<file path="config.mk">
export PLATFORM = sky130hd
export DESIGN_NAME = spi_pd_filter
export DESIGN_NICKNAME = d
export VERILOG_FILES = /design/src/rtl/spd_pkg.sv /design/src/rtl/spd_sync.sv /design/src/rtl/spd_frame.sv /design/src/rtl/spd_pwr_fsm.sv /design/src/rtl/spi_pd_filter.sv
export SDC_FILE = /design/constraint.sdc
export NUM_CORES = 1
export LEC_CHECK = 0
export CAP_MARGIN = 5
export CORE_MARGIN = 3
export CORE_UTILIZATION = 50
export CTS_CLUSTER_SIZE = 16
export DETAILED_ROUTE_END_ITERATION = 10
export DONT_BUFFER_PORTS = 1
export GPL_TIMING_DRIVEN = 0
export PLACE_DENSITY = 0.67
export SLEW_MARGIN = 20
export SYNTH_ARGS = -nofsm -noshare
export SYNTH_HDL_FRONTEND = slang
export SYNTH_SLANG_ARGS = --single-unit
</file>
<file path="constraint.sdc">
create_clock -name clk_i -period 2.1 [get_ports clk_i]
set_input_delay 0.21 -clock clk_i [delete_from_list [all_inputs] [get_ports clk_i]]
set_output_delay 0.21 -clock clk_i [all_outputs]
set_load 0.01 [all_outputs]
</file>
<file path="src/rtl/spd_pkg.sv">
package spd_pkg;
  typedef enum logic [1:0] {
    ST_NORMAL = 2'd0,
    ST_ENTER  = 2'd1,
    ST_PDOWN  = 2'd2,
    ST_WAKE   = 2'd3
  } pwr_st_e;

  localparam logic [7:0] OP_SLEEP = 8'hB9;
  localparam logic [7:0] OP_WAKE  = 8'hAB;
  localparam int unsigned ID_BYTE = 3;
endpackage

</file>
<file path="src/rtl/spd_sync.sv">
module spd_sync #(
  parameter int unsigned W = 1,
  parameter logic [W-1:0] RST_VAL = '0
) (
  input  logic         clk_i,
  input  logic         rst_ni,
  input  logic [W-1:0] d_i,
  output logic [W-1:0] q_o
);
  logic [W-1:0] s1_q, s2_q;

  always_ff @(posedge clk_i or negedge rst_ni) begin
    if (!rst_ni) begin
      s1_q <= RST_VAL;
      s2_q <= RST_VAL;
    end else begin
      s1_q <= d_i;
      s2_q <= s1_q;
    end
  end

  assign q_o = s2_q;
endmodule

</file>
<file path="src/rtl/spd_frame.sv">
module spd_frame
  import spd_pkg::*;
#(
  parameter logic [7:0] DEV_ID = 8'h13
) (
  input  logic       clk_i,
  input  logic       rst_ni,
  input  logic       sclk_s_i,
  input  logic       cs_n_s_i,
  input  logic       mosi_s_i,
  input  logic       id_en_i,
  output logic       frame_end_o,
  output logic [7:0] frame_op_o,
  output logic       frame_one_o,
  output logic       frame_aligned_o,
  output logic       miso_o
);
  localparam int unsigned BW = 3;
  localparam logic [BW-1:0] BYTE_SAT = '1;

  logic            sclk_q, cs_q;
  logic [2:0]      bit_idx_q;
  logic [BW-1:0]   byte_cnt_q;
  logic [7:0]      shreg_q, op_q;
  logic            miso_q;
  logic            sclk_rise;
  logic [7:0]      shreg_nx;

  assign sclk_rise = sclk_s_i & ~sclk_q;
  assign shreg_nx  = {shreg_q[6:0], mosi_s_i};

  always_ff @(posedge clk_i or negedge rst_ni) begin
    if (!rst_ni) begin
      sclk_q     <= 1'b0;
      cs_q       <= 1'b1;
      bit_idx_q  <= '0;
      byte_cnt_q <= '0;
      shreg_q    <= '0;
      op_q       <= '0;
    end else begin
      sclk_q <= sclk_s_i;
      cs_q   <= cs_n_s_i;
      if (cs_n_s_i) begin
        bit_idx_q  <= '0;
        byte_cnt_q <= '0;
      end else if (sclk_rise) begin
        shreg_q   <= shreg_nx;
        bit_idx_q <= bit_idx_q + 3'd1;
        if (bit_idx_q == 3'd7) begin
          if (byte_cnt_q != BYTE_SAT) byte_cnt_q <= byte_cnt_q + 1'b1;
          if (byte_cnt_q == '0) op_q <= shreg_nx;
        end
      end
    end
  end

  // identifier shifts out once three bytes have passed in a wake frame
  always_ff @(posedge clk_i or negedge rst_ni) begin
    if (!rst_ni) miso_q <= 1'b0;
    else if (!cs_n_s_i && id_en_i && byte_cnt_q >= BW'(ID_BYTE) && op_q == OP_WAKE)
      miso_q <= DEV_ID[~bit_idx_q];
    else
      miso_q <= 1'b0;
  end

  assign frame_end_o     = cs_n_s_i & ~cs_q;
  assign frame_op_o      = op_q;
  assign frame_one_o     = (byte_cnt_q == BW'(1));
  assign frame_aligned_o = (bit_idx_q == '0) && (byte_cnt_q != '0);
  assign miso_o          = miso_q;


  frame_clear_chk: assert property (@(posedge clk_i) disable iff (!rst_ni)
    cs_n_s_i |=> (bit_idx_q == '0 && byte_cnt_q == '0));

  miso_idle_chk: assert property (@(posedge clk_i) disable iff (!rst_ni)
    cs_n_s_i |=> !miso_o);

  miso_early_chk: assert property (@(posedge clk_i) disable iff (!rst_ni)
    (byte_cnt_q < BW'(ID_BYTE) && $stable(byte_cnt_q)) |=> !miso_o || $past(byte_cnt_q >= BW'(ID_BYTE)));
endmodule

</file>
<file path="src/rtl/spd_pwr_fsm.sv">
module spd_pwr_fsm
  import spd_pkg::*;
#(
  parameter int unsigned TDP_CYC  = 200,
  parameter int unsigned TRES_CYC = 300
) (
  input  logic       clk_i,
  input  logic       rst_ni,
  input  logic       frame_end_i,
  input  logic [7:0] frame_op_i,
  input  logic       frame_one_i,
  input  logic       frame_aligned_i,
  output logic       cmd_valid_o,
  output logic [7:0] cmd_op_o,
  output logic       ready_o,
  output logic       id_en_o
);
  localparam int unsigned TMAX = (TDP_CYC > TRES_CYC) ? TDP_CYC : TRES_CYC;
  localparam int unsigned TW   = $clog2(TMAX + 1);

  pwr_st_e       st_q;
  logic [TW-1:0] tmr_q;
  logic          cmd_valid_q;
  logic [7:0]    cmd_op_q;
  logic          good_frame;

  assign good_frame = frame_end_i & frame_aligned_i;

  always_ff @(posedge clk_i or negedge rst_ni) begin
    if (!rst_ni) begin
      st_q        <= ST_NORMAL;
      tmr_q       <= '0;
      cmd_valid_q <= 1'b0;
      cmd_op_q    <= '0;
    end else begin
      cmd_valid_q <= 1'b0;
      unique case (st_q)
        ST_NORMAL: if (good_frame) begin
          if (frame_op_i == OP_SLEEP) begin
            if (frame_one_i) begin
              st_q  <= ST_ENTER;
              tmr_q <= TW'(TDP_CYC - 1);
            end
          end else begin
            cmd_valid_q <= 1'b1;
            cmd_op_q    <= frame_op_i;
          end
        end
        ST_ENTER: begin
          if (tmr_q == '0) st_q <= ST_PDOWN;
          else             tmr_q <= tmr_q - 1'b1;
        end
        ST_PDOWN: if (good_frame && frame_op_i == OP_WAKE) begin
          st_q  <= ST_WAKE;
          tmr_q <= TW'(TRES_CYC - 1);
        end
        ST_WAKE: begin
          if (tmr_q == '0) st_q <= ST_NORMAL;
          else             tmr_q <= tmr_q - 1'b1;
        end
        default: st_q <= ST_NORMAL;
      endcase
    end
  end

  assign cmd_valid_o = cmd_valid_q;
  assign cmd_op_o    = cmd_op_q;
  assign ready_o     = (st_q == ST_NORMAL);
  assign id_en_o     = (st_q == ST_NORMAL) || (st_q == ST_PDOWN);


  strobe_mode_chk: assert property (@(posedge clk_i) disable iff (!rst_ni)
    cmd_valid_o |-> st_q == ST_NORMAL);

  enter_done_chk: assert property (@(posedge clk_i) disable iff (!rst_ni)
    (st_q == ST_ENTER && tmr_q != '0) |=> st_q == ST_ENTER);

  wake_done_chk: assert property (@(posedge clk_i) disable iff (!rst_ni)
    (st_q == ST_WAKE && tmr_q != '0) |=> st_q == ST_WAKE);

  pdown_exit_chk: assert property (@(posedge clk_i) disable iff (!rst_ni)
    (st_q == ST_PDOWN && !good_frame) |=> st_q == ST_PDOWN);

  normal_hold_chk: assert property (@(posedge clk_i) disable iff (!rst_ni)
    (st_q == ST_NORMAL && !good_frame) |=> (st_q == ST_NORMAL && !cmd_valid_o));
endmodule

</file>
<file path="src/rtl/spi_pd_filter.sv">
module spi_pd_filter
  import spd_pkg::*;
#(
  parameter int unsigned TDP_CYC  = 200,
  parameter int unsigned TRES_CYC = 300,
  parameter logic [7:0]  DEV_ID   = 8'h13
) (
  input  logic       clk_i,
  input  logic       rst_ni,
  input  logic       sclk_i,
  input  logic       cs_ni,
  input  logic       mosi_i,
  output logic       miso_o,
  output logic       cmd_valid_o,
  output logic [7:0] cmd_op_o,
  output logic       ready_o
);
  logic [2:0] pins_s;
  logic       frame_end, frame_one, frame_aligned, id_en;
  logic [7:0] frame_op;

  spd_sync #(.W(3), .RST_VAL(3'b010)) u_sync (
    .clk_i (clk_i),
    .rst_ni(rst_ni),
    .d_i   ({sclk_i, cs_ni, mosi_i}),
    .q_o   (pins_s)
  );

  spd_frame #(.DEV_ID(DEV_ID)) u_frame (
    .clk_i          (clk_i),
    .rst_ni         (rst_ni),
    .sclk_s_i       (pins_s[2]),
    .cs_n_s_i       (pins_s[1]),
    .mosi_s_i       (pins_s[0]),
    .id_en_i        (id_en),
    .frame_end_o    (frame_end),
    .frame_op_o     (frame_op),
    .frame_one_o    (frame_one),
    .frame_aligned_o(frame_aligned),
    .miso_o         (miso_o)
  );

  spd_pwr_fsm #(.TDP_CYC(TDP_CYC), .TRES_CYC(TRES_CYC)) u_fsm (
    .clk_i          (clk_i),
    .rst_ni         (rst_ni),
    .frame_end_i    (frame_end),
    .frame_op_i     (frame_op),
    .frame_one_i    (frame_one),
    .frame_aligned_i(frame_aligned),
    .cmd_valid_o    (cmd_valid_o),
    .cmd_op_o       (cmd_op_o),
    .ready_o        (ready_o),
    .id_en_o        (id_en)
  );
endmodule

</file>
# Word-level counts from Yosys, hierarchy flattened
# Memories as Yosys holds them, arrays and structs flattened.
# Cells that the tools add are included.
[word_totals]
inputBits = 5
wordCells = 88
n_memories = 1
reg_bits = 50
romBits = 8
out_inout_bits = 11
[classes]
order_cmp = 2
bitwise_logic = 8
n_eq_ne = 15
reduce_logical = 22
n_mux = 24
addsub = 3
[mem_list]
columns = ["memory", "depth", "width", "read_ports", "rd_ports_with_merged_regs", "wr", "line_no", "rtl"]
rows = [
  ["(name not given)", 8, 1, 1, 0, 0, "spd_frame.sv:61", "miso_q <= DEV_ID[~bit_idx_q];"],
]
[ops]
columns = ["op", "count"]
rows = [
  ["2-to-1 mux 9 bit", 5],
  ["one-hot mux 9 bit (3 select lines)", 1],
  ["2-to-1 mux 3 bit", 6],
  ["equality test 8 bit (second input constant)", 2],
  ["2-to-1 mux 2 bit", 6],
  ["!= test 2 x 1 -> 1 bit (second input constant)", 6],
  ["logical NOT 9 bit", 1],
  ["subtractor 9 x 1 -> 9 bit (second input constant)", 1],
  ["one-hot mux 2 bit (4 select lines)", 1],
  ["adder 3 x 1 -> 3 bit (second input constant)", 2],
  ["logical NOT 3 bit", 2],
  ["AND reduction 3 bit", 2],
  ["AND reduction 6 bit", 1],
  ["nonzero test 2 bit", 3],
  ["logical AND 1 bit", 5],
  ["2-to-1 mux 1 bit", 5],
  ["AND reduction 5 bit", 1],
  ["equality test 2 bit (second input constant)", 2],
  ["less-than comparator 3 x 4 -> 1 bit (second input constant)", 1],
  ["NOT 1 bit", 4],
  ["AND reduction 4 bit", 1],
  ["AND 1 bit", 3],
  ["equality test 3 x 1 -> 1 bit (second input constant)", 1],
  ["equality test 3 bit (second input constant)", 1],
  ["other kinds (11)", 11],
]

# Depth between registers and ports, before layout
[depth]
depth_word = 6
depth_mapped = 7
ltp_nobuf = 6

# Hierarchy
# Synthesis repeated with hierarchy kept, for this count alone.
[unflattened]
hier_cells = 192
area_unflattened_um2 = 2469.9
[by_module_without_submodules]
columns = ["mod", "n_inst", "seq_area_each_um2", "cells_each", "area_per_inst_um2"]
rows = [
  ["spd_frame", 1, 601.8, 81, 1163.6],
  ["spd_pwr_fsm", 1, 500.5, 105, 1153.6],
  ["spd_sync", 1, 152.6, 6, 152.6],
]

# Worst setup path before layout
# No wires, ideal clock.
[synth_timing]
path_type = "reg-to-reg"
from = "register u_fsm.tmr_q[0]"
to = "register u_fsm.tmr_q[0]"
setup_time_ns = 0.125
arrival_ns = 2.021
synth_period_minus_slack_ns = 2.146
n_path_buf = 1
setup_slack_ns = -0.046
required_time_ns = 1.975
path_stages_with_launch = 8
cell_sequence = "dfrtp_1 -> inv_1 -> ha_1 -> or4b_1 -> buf_2 -> or2_4 -> o211ai_4 -> mux2_4"
[synth_via]
elab_chain_len = 3
elab_cells_between_ends = 6
classes_between = "add/sub: 1; eq/ne: 1; mux: 2; reduce/logical: 2"
[synth_rtl]
columns = ["element", "line_no", "rtl"]
rows = [
  ["from (decl)", "spd_pwr_fsm.sv:22", "logic [TW-1:0] tmr_q;"],
  ["from (signal assigned)", "spd_pwr_fsm.sv:42", "tmr_q <= TW'(TDP_CYC - 1);"],
  ["from (signal assigned)", "spd_pwr_fsm.sv:51", "else tmr_q <= tmr_q - 1'b1;"],
  ["from (signal assigned)", "spd_pwr_fsm.sv:55", "tmr_q <= TW'(TRES_CYC - 1);"],
  ["subtractor 9 x 1 -> 9 bit / logical NOT 9 bit (equally long branches)", "--", ""],
  ["2-to-1 mux 9 bit / != test 2 bit (equally long branches)", "--", ""],
  ["one-hot mux 9 bit (3 select lines) / AND reduction 5 bit (equally long branches)", "--", ""],
]
# Parallel ways exist; a longest one is shown, timed or not. The select of a mux whose other input is x is not followed.
# A chain may end at the register's enable or synchronous reset.

# Final worst setup path
[layout_timing]
from = "register u_fsm.tmr_q[5]"
to = "register u_fsm.tmr_q[0]"
[layout_via]
elab_chain_len = 3
[layout_rtl]
columns = ["element", "line_no"]
rows = [
  ["logical NOT 9 bit", "spd_pwr_fsm.sv:50, spd_pwr_fsm.sv:58"],
  ["!= test 2 bit (no line)", "--"],
  ["AND reduction 5 bit (no line)", "--"],
]
# Every way passes these cells.

==> metrics.md <==
| Metric | Value |
|---|---|
| Area after DPL | `~2500 sq um` |
| Diode count | `0` |
| Slowest CP cell | `or4_1` |
| Vias in the first global route | `1505` |
| Worst hold-check path type | `reg2reg` |
| Non-filler cells, final | `260` |
| FF+latch count, synth | `50` |
| R2R Setup Slk | `-0.03 ns` |
| Setup TNS | `-0.104 ns` |
| Pwr dens | `631 nW/um^2` |
| TritonCTS clock tree | `done` |
| WS Path Type | `reg2reg` |
| Full die area | `5720 sq um` |
| Area delta synth->final | `16.1%` |
| RSZ-0062 raised after global routing | `yes` |
| Total Power | `approximately 1.8 mW` |
| Starting Density | `0.538` |
| Core Region | `4500 sq um` |
| Tcrit/Tclk final | `1.01` |
| Sequential fraction of the synthesis area | `0.518` |
| Largest fanout on the critical path | `9` |
| Tmin final | `approximately 2.1 ns` |
| Initial antenna violation count | `0` |
| Synthesized instance count | `roughly 190` |
| Mapped Area | `2420 sq um` |
| WL final | `4220 um` |
| IO Count | `16` |
| Final Setup Violations | `4` |
| Clk Latency, worst-skew pair | `0.30 ns` |
| Final instance area | `2810 sq um` |
| Final net count | `225` |
| IO buf count | `0` |
| Startpoint Class | `register` |
| Worst Max-Slew Pin Slew | `0.552 ns` |
| Placer Congestion | `0.849` |
| Max clock buf depth | `2` |
| Synth area leader | `dfrtp_1` |
| Largest net degree at the start of global routing | `51` |
| Post-synthesis net count | `204` |
| # fillers | `352` |
| TritonCTS Sinks | `50` |
| CP Data Required Time | `2.29 ns` |
| Routed len/inst | `between 15 and 20 um` |
| Share of cells above drive strength 1 | `0.370` |
| Clock slew at the register clock pins of the worst setup and hold paths | `0.09 ns` |
| Overflow after GRT | `0` |
| Die height | `~76 um` |
| Violated checks | `setup timing` |
| Hold Vio Cnt, Final | `0` |
| Reg2reg end | `u_fsm.tmr_q[0]` |
| CTS Buf Count | `5` |
| DRT antenna net count | `0` |
| Top cells by area, synth | `dfrtp_1, mux2_2, ha_1, dfstp_2, mux2_4` |
| First-pass GRT wire length | `7150 um` |
| R2r worst-path depth | `5` |
| Post-synthesis cell type count | `48` |
| Row count | `24` |
| Tot GR Track Use | `0.168` |
| Post-synth ARST share | `1.00` |
| Final slew viol count | `0` |
| Layout Skew | `0.00471 ns` |
| Pre-CTS setup slack | `-0.217 ns` |
| Yosys top cell area share | `0.486` |
| Most common library cells after synthesis | `dfrtp_1, mux2_2, nor2_1` |
| Root Buffer | `clkbuf_8` |
| Avg Synthesized Cell Area | `13.0 sq um` |
| Hold Worst Slack | `0.354 ns` |
| Status | `complete, but fails checks` |
| Reg-to-reg startpoint | `u_fsm.tmr_q[5]` |
| First-pass DRT Iterations | `4` |
| DP Wirelength | `2880 um` |
| Worst path arrival time | `2.32 ns` |
| Max Cap Violations | `0` |
| Chip Width | `75.6 um` |
| Max IR drop VDD | `around 0.37 mV` |
| Final Util | `0.624` |
| Yosys warning count | `0` |
| Worst relative slew slack | `0.631` |
| Setup crit end | `u_fsm.tmr_q[0]` |
| Final WS setup | `-0.0283 ns` |
| Critical path endpoint category | `register` |
| Via count | `1474` |
| Dpl cells | `238` |
| Most common cell in the netlist | `dfrtp_1` |
| Ys flop type | `dfrtp_1` |
| Leakage | `1.37 nW` |
| Iter 0 DRT Violations | `66` |
| Crit-path max cell delay | `0.60 ns` |
| EDFF count, synth | `0` |
| Crit path from | `u_fsm.tmr_q[5]` |
| DRC | `0` |
| Crit-path cells | `clkbuf_2 > or4_1 > or2_4 > o211ai_4 > mux2_4` |
| Fmax | `between 400 and 500 MHz` |
| Htree depth | `2` |
| Vias/cell | `~5.7` |
-- worst min path at each step --
stage                    from                   end  slack (ns)  depth (start not counted)
2_1_floorplan          rst_ni  u_frame.bit_idx_q[0]       -0.09                          0
3_3_place_gp           rst_ni     u_fsm.cmd_op_o[3]       -0.08                          0
3_5_place_dp           rst_ni     u_fsm.cmd_op_o[3]       -0.08                          0
4_1_cts        u_sync.s1_q[0]         u_sync.q_o[0]        0.36                          0
5_1_grt        u_sync.s1_q[1]         u_sync.q_o[1]        0.37                          0
6_report       u_sync.s1_q[0]         u_sync.q_o[0]        0.35                          0
-- timing repair --
| item | CTS | global route |
|---|---|---|
| endpoints found under the hold margin | 53 | 0 |
| buffers inserted | 9 | 2 |
| hold buffers | 5 | 0 |
| pin swaps | 6 | 4 |
| endpoints found under the setup margin | 28 | 26 |
| resized for setup | 8 | 12 |
-- layout make-up --
type                       count  area (sq um)  share of cell area
buffer                         4          21.3             0.00757
inverter                      10          37.5              0.0134
clock inverter                 2          16.3             0.00579
sequential                    50          1250               0.446
clock buffer                   6          82.6              0.0294
tap                           52          65.1              0.0231
multi-input combinational    120          1180               0.418
timing repair buffer          16           158              0.0561
-- layer usage --
layer / global-route usage / part of all wire / vias up
met5: 0 / 0 / -
met4: 0.0524 / 0.013 / 0
met3: 0.0475 / 0.033 / 6
met2: 0.265 / 0.48 / 22
met1: 0.227 / 0.47 / 729
li1: - / - / 717
-- worst max-delay path, delay by kind of cell (launching register included) --
family                 cells  cell delay (ns)
buffers and inverters      1             0.17
and+or+nand+nor            2             0.90
DFF                        1             0.36
muxes                      1             0.33
AOI/OAI and AO/OA          1             0.26
-- cells in the final DEF, fill, tap and decap left out, types with 2 or more instances in the layout --
cell           synthesis  routed
dfrtp_1               47      47
mux2_2                23      23
nor2_1                16      15
ha_1                  13      11
inv_1                 10      10
buf_4                  1      10
mux2_4                 4       8
clkbuf_8               0       6
mux2i_1                4       4
nor3_1                 4       4
xnor2_1                4       4
dlygate4sd3_1          0       4
a211oi_1               3       3
a21oi_1                3       3
o21ai_0                3       3
a31oi_1                3       3
dfstp_2                3       3
nand4bb_1              3       2
nor2b_1                2       2
o41ai_4                2       2
o32ai_1                2       2
ha_2                   0       2
buf_6                  0       2
-- flip-flops by register name, indices dropped and copies added (netlist names), 2 cells and up --
signal              cells
u_sync.s1_q             3
u_sync.q_o              3
u_fsm.cmd_op_o          8
u_frame.bit_idx_q       3
u_frame.frame_op_o      8
u_frame.byte_cnt_q      3
u_frame.shreg_q         7
u_fsm.tmr_q             9
u_fsm.st_q              2
-- cells by family after synthesis --
logic type                 Yosys count  share of synthesized area
muxes                               35                      0.167
and+or+nand+nor                     42                      0.105
DFF                                 50                      0.518
AOI/OAI and AO/OA                   26                      0.101
adders and majority gates           13                     0.0672
xor gates and xnor gates             4                     0.0145
buffers and inverters               16                     0.0279
-- report_power, final --
part / internal (mW) / switching [mW] / leakage, nW
clock: 0.271 / 0.315 / 0.0478
combinational: 0.0636 / 0.0507 / 0.662
sequential: 1.03 / 0.0443 / 0.665
total: 1.36 / 0.410 / 1.37
Power figures use the tool's default switching activity.
